==> src/rtl/bcd_digit_counter.sv <==
module bcd_digit_counter (
  input  logic       clk,
  input  logic       rst,
  input  logic [1:0] mode_sel,
  input  logic       cin_n,
  input  logic [3:0] load_val,
  output logic [3:0] count,
  output logic       cout_n
);

  localparam logic [1:0] M_LOAD = 2'b00;
  localparam logic [1:0] M_UP   = 2'b01;
  localparam logic [1:0] M_DOWN = 2'b10;
  localparam logic [1:0] M_HOLD = 2'b11;

  function automatic logic [3:0] step_up(input logic [3:0] v);
    case (v)
      4'd9:    step_up = 4'd0;
      4'd10:   step_up = 4'd11;
      4'd11:   step_up = 4'd4;
      4'd12:   step_up = 4'd13;
      4'd13:   step_up = 4'd4;
      4'd14:   step_up = 4'd15;
      4'd15:   step_up = 4'd0;
      default: step_up = v + 4'd1;
    endcase
  endfunction

  function automatic logic [3:0] step_down(input logic [3:0] v);
    case (v)
      4'd0:    step_down = 4'd9;
      4'd10:   step_down = 4'd9;
      4'd11:   step_down = 4'd10;
      4'd12:   step_down = 4'd5;
      4'd13:   step_down = 4'd12;
      4'd14:   step_down = 4'd7;
      4'd15:   step_down = 4'd14;
      default: step_down = v - 4'd1;
    endcase
  endfunction

  logic [3:0] nxt;
  logic       term;

  always_comb begin
    nxt = count;
    unique case (mode_sel)
      M_LOAD: nxt = load_val;
      M_UP:   if (!cin_n) nxt = step_up(count);
      M_DOWN: if (!cin_n) nxt = step_down(count);
      M_HOLD: nxt = count;
    endcase
  end

  always_ff @(posedge clk) begin
    if (rst) count <= 4'd0;
    else     count <= nxt;
  end

  always_comb begin
    unique case (mode_sel)
      M_LOAD: term = ~count[1] & ~count[2];
      M_UP:   term = (count == 4'd9);
      M_DOWN: term = (count == 4'd0);
      M_HOLD: term = 1'b0;
    endcase
  end

  assign cout_n = ~(term & ~cin_n);

  a_r10_reset_clears: assert property (@(posedge clk) rst |=> count == 4'd0);

  a_r1_load_captures: assert property (@(posedge clk) disable iff (rst)
    mode_sel == M_LOAD |=> count == $past(load_val));

  a_r5_hold_keeps: assert property (@(posedge clk) disable iff (rst)
    mode_sel == M_HOLD |=> $stable(count));

  a_r4_cin_blocks: assert property (@(posedge clk) disable iff (rst)
    (mode_sel == M_UP || mode_sel == M_DOWN) && cin_n |=> $stable(count));

  a_r2_up_wrap: assert property (@(posedge clk) disable iff (rst)
    mode_sel == M_UP && !cin_n && count == 4'd9 |=> count == 4'd0);

  a_r3_down_wrap: assert property (@(posedge clk) disable iff (rst)
    mode_sel == M_DOWN && !cin_n && count == 4'd0 |=> count == 4'd9);

  a_r9_recover_up: assert property (@(posedge clk) disable iff (rst)
    mode_sel == M_UP && !cin_n && count > 4'd9 |=> count != $past(count));

  a_r8_cin_forces_high: assert property (@(posedge clk) disable iff (rst)
    cin_n |-> cout_n);

endmodule

==> config.mk <==
export PLATFORM = sky130hd
export DESIGN_NAME = bcd_digit_counter
export DESIGN_NICKNAME = d
export VERILOG_FILES = /design/src/rtl/bcd_digit_counter.sv
export SDC_FILE = /design/constraint.sdc
export NUM_CORES = 1
export LEC_CHECK = 0
export CAP_MARGIN = 25
export CORE_AREA = 8 8 45 47
export DETAILED_ROUTE_END_ITERATION = 10
export DIE_AREA = 0 0 53 55
export GPL_ROUTABILITY_DRIVEN = 0
export GPL_TIMING_DRIVEN = 0
export MAX_ROUTING_LAYER = met4
export PLACE_DENSITY = 0.73
export SETUP_SLACK_MARGIN = 0.15
export SLEW_MARGIN = 20
export SYNTH_ARGS = -nofsm -noshare
export SYNTH_HDL_FRONTEND = slang
export SYNTH_SLANG_ARGS = --single-unit
export TNS_END_PERCENT = 20
==> constraint.sdc <==
create_clock -name clk -period 1.9 [get_ports clk]
set_input_delay 0.19 -clock clk [delete_from_list [all_inputs] [get_ports clk]]
set_output_delay 0.19 -clock clk [all_outputs]
set_load 0.01 [all_outputs]
==> metrics.txt, run 1 <==
Crit. End Element=flip-flop; post-route setup slack=140.2 ps; crit path DAT=1870 ps; register area share after synthesis=13.31%; total CTS buffers=3; power per cell area=618.4 mW/mm2; Post-Syn Nets=94; synthesis-to-layout area growth=55.93%; # diodes=0; post-synthesis cell type count=33; DRC violations left=0; Worst-Margin Slew=302.8 ps; Placed Cells=106; Critical Path Fanout Max=6; clk buf depth=2; largest net degree at the start of global routing=11; register bit total from synthesis=4; hold_buf cts=0; overall power=580.3 uW; most flop-heavy register=count; FF-to-FF path depth=8; Mapped Area=601.8 um2; Final period util=92.62%; Gate Count Post-Synth=77; root buffer cell=clkbuf_4; worst hold margin=558.8 ps; critical path endpoint=count[2]; vias=703; layout cell share with drive strength beyond 1=37.62%; Hold Path Class=in -> reg; Setup Viol. Count Final=0; WP data required=2010 ps; flop2flop setup slack=140 ps; post-layout min period=1760 ps; CP peak stage delay=390 ps; DR pass1 iterations=4; Primary FF master, synth=dfxtp_1; Starting DRT DRC Count=28; mean post-synth cell area=7.816 um2; ys async rst share=0%; Die Y=55 um; reg2reg end=count[2]; dominant cells by area after synthesis=ha_1 17%, dfxtp_1 13%, a21oi_1 5.0%; leakage power=0.0003707 uW; skew final=2.233 ps; Rows=14; Critical R2R Launch=count[0]; Startpoint Class=flip-flop; core box area=0.001384 mm2; Largest register FFs=4; number of max-cap violations=0; Final Hold Vio Count=0; Ports=14; maximum vdd drop=0.3357 mV; crit-path cells=inv_4 > ha_4 > buf_6 > buf_8 > o31ai_1 > a31oi_1 > a311oi_1 > a2111oi_1; EDFF count, synth=0; Clock Sinks=4; DR vias/cell=6.009; most frequent cells after synthesis=8 x ha_1, 8 x nand2_1, 7 x nor2_1, 6 x a21oi_1, 6 x o21ai_0; number of global-route vias before repair=645; CTS tree=built; routed wire length=1842 um; Tot GR Track Use=13.33%; RSZ-0062 raised after global routing=yes; NumNets Final=120; dpl ws=-448.9 ps; Slowest-stage cell, CP=dfxtp_4; max_slew headroom=79.64%; routed len/inst=15.74 um; H-tree depth=1; Die W=53 um; grt ovf=0; die area=0.002915 mm2; Sum Neg Setup Slack=0 ps; Pins Over Slew Limit=0; Initial Util=43.49%; Yosys warning count=0; antenna-violating nets left=0; worst skew pair latency=240 ps; post-DP HPWL=1159 um; first-pass GRT wire length=2856 um; Yosys top cell by area=ha_1; Max Clk Rate=0.5682 GHz; CP startpoint=count[0]; kind of critical path=reg -> reg; port buffer count=13; status=finished clean; clock-pin slew on the worst setup and hold paths=40 ps; largest registers=count: 4 flops; initial antenna violation count=0; Yosys top cell area share=16.63%; Non-Filler Instances=117
-- placed cells by master (no fill, tap or decap), types with 2 or more instances in the layout --
| master | n |
|---|---|
| clkdlybuf4s50_1 | 10 |
| nand2_1 | 8 |
| o21ai_0 | 6 |
| buf_4 | 6 |
| a21oi_1 | 5 |
| nor2_1 | 5 |
| ha_4 | 4 |
| buf_6 | 3 |
| a21o_1 | 3 |
| clkbuf_4 | 3 |
| inv_1 | 2 |
| inv_4 | 2 |
| a311oi_2 | 2 |
| buf_2 | 2 |
| nor2_2 | 2 |
| a21oi_4 | 2 |
| o31ai_1 | 2 |
| a211oi_1 | 2 |
| a31oi_1 | 2 |
| ha_2 | 2 |
| ha_1 | 2 |
| dfxtp_4 | 2 |
| dfxtp_1 | 2 |
| dlygate4sd2_1 | 2 |
-- worst min-delay path by stage --
stage	start	end	slack (ps)	cells after the start
floorplan	rst	count[1]	260	1
global placement	count[0]	count[0]	610	2
detailed placement	count[0]	count[0]	600	2
CTS	load_val[2]	count[2]	560	3
global route	load_val[2]	count[2]	610	3
finish	load_val[2]	count[2]	560	3
-- kinds of logic after synthesis --
logic type               share of synthesized area (%)
AO/OA/AOI/OAI                                    42.20
AND/OR/NAND/NOR                                  15.59
buffers and inverters                            9.147
adder cells (fa/ha/maj)                          16.63
flip-flops                                       13.31
XOR/XNOR                                         1.456
multiplexers                                     1.663
-- report_power, final --
part | internal [uW] | switching (uW)
clock | 71.0 | 39.4
sequential | 95.5 | 17.0
combinational | 180 | 177
total | 347 | 233
-- worst max-delay path: cells and delay by family, from the launching register on --
family | cells | cell delay (ps)
buffers and inverters | 3 | 290
adder cells (fa/ha/maj) | 1 | 150
flip-flops | 1 | 390
AO/OA/AOI/OAI | 4 | 800
-- per-layer routing --
metal  vias up  track usage (%)  routed length, um
li1        337                -                  -
met1       312            15.00                741
met2        42            19.73                885
met3        12            3.743                131
met4         0            9.914                 83
met5         -                -                  0
-- repair_timing --
item	in CTS	in global routing
endpoints found under the setup margin	3	5
pin swaps	4	9
buffers inserted	4	4
resized for setup	23	11
-- layout make-up --
class                           instances  area (um2)
Tap cell                               16       20.02
Clock buffer                            3       22.52
Inverter                                6       32.53
Sequential cell                         4       87.58
Timing Repair Buffer                   21       193.9
Multi-Input combinational cell         64       554.3
Fill cell                             114       445.4
Buffer                                  3       27.53
-- metrics by stage --
step,utilization (%),instance area (um2)
6_report,67.81,938.4
5_1_grt,67.81,938.4
4_1_cts,62.21,860.8
3_5_place_dp,54.43,753.2
3_3_place_gp,54.43,753.2
2_1_floorplan,-,603.1
Note: power is estimated with default switching activity, not from simulation.
==> run 2, diff against run 1 <==
SKIP_LAST_GASP = 1   (was unset)
==> results of run 2 <==
The final DEF is identical to that of run 1; final timing and power are the same.
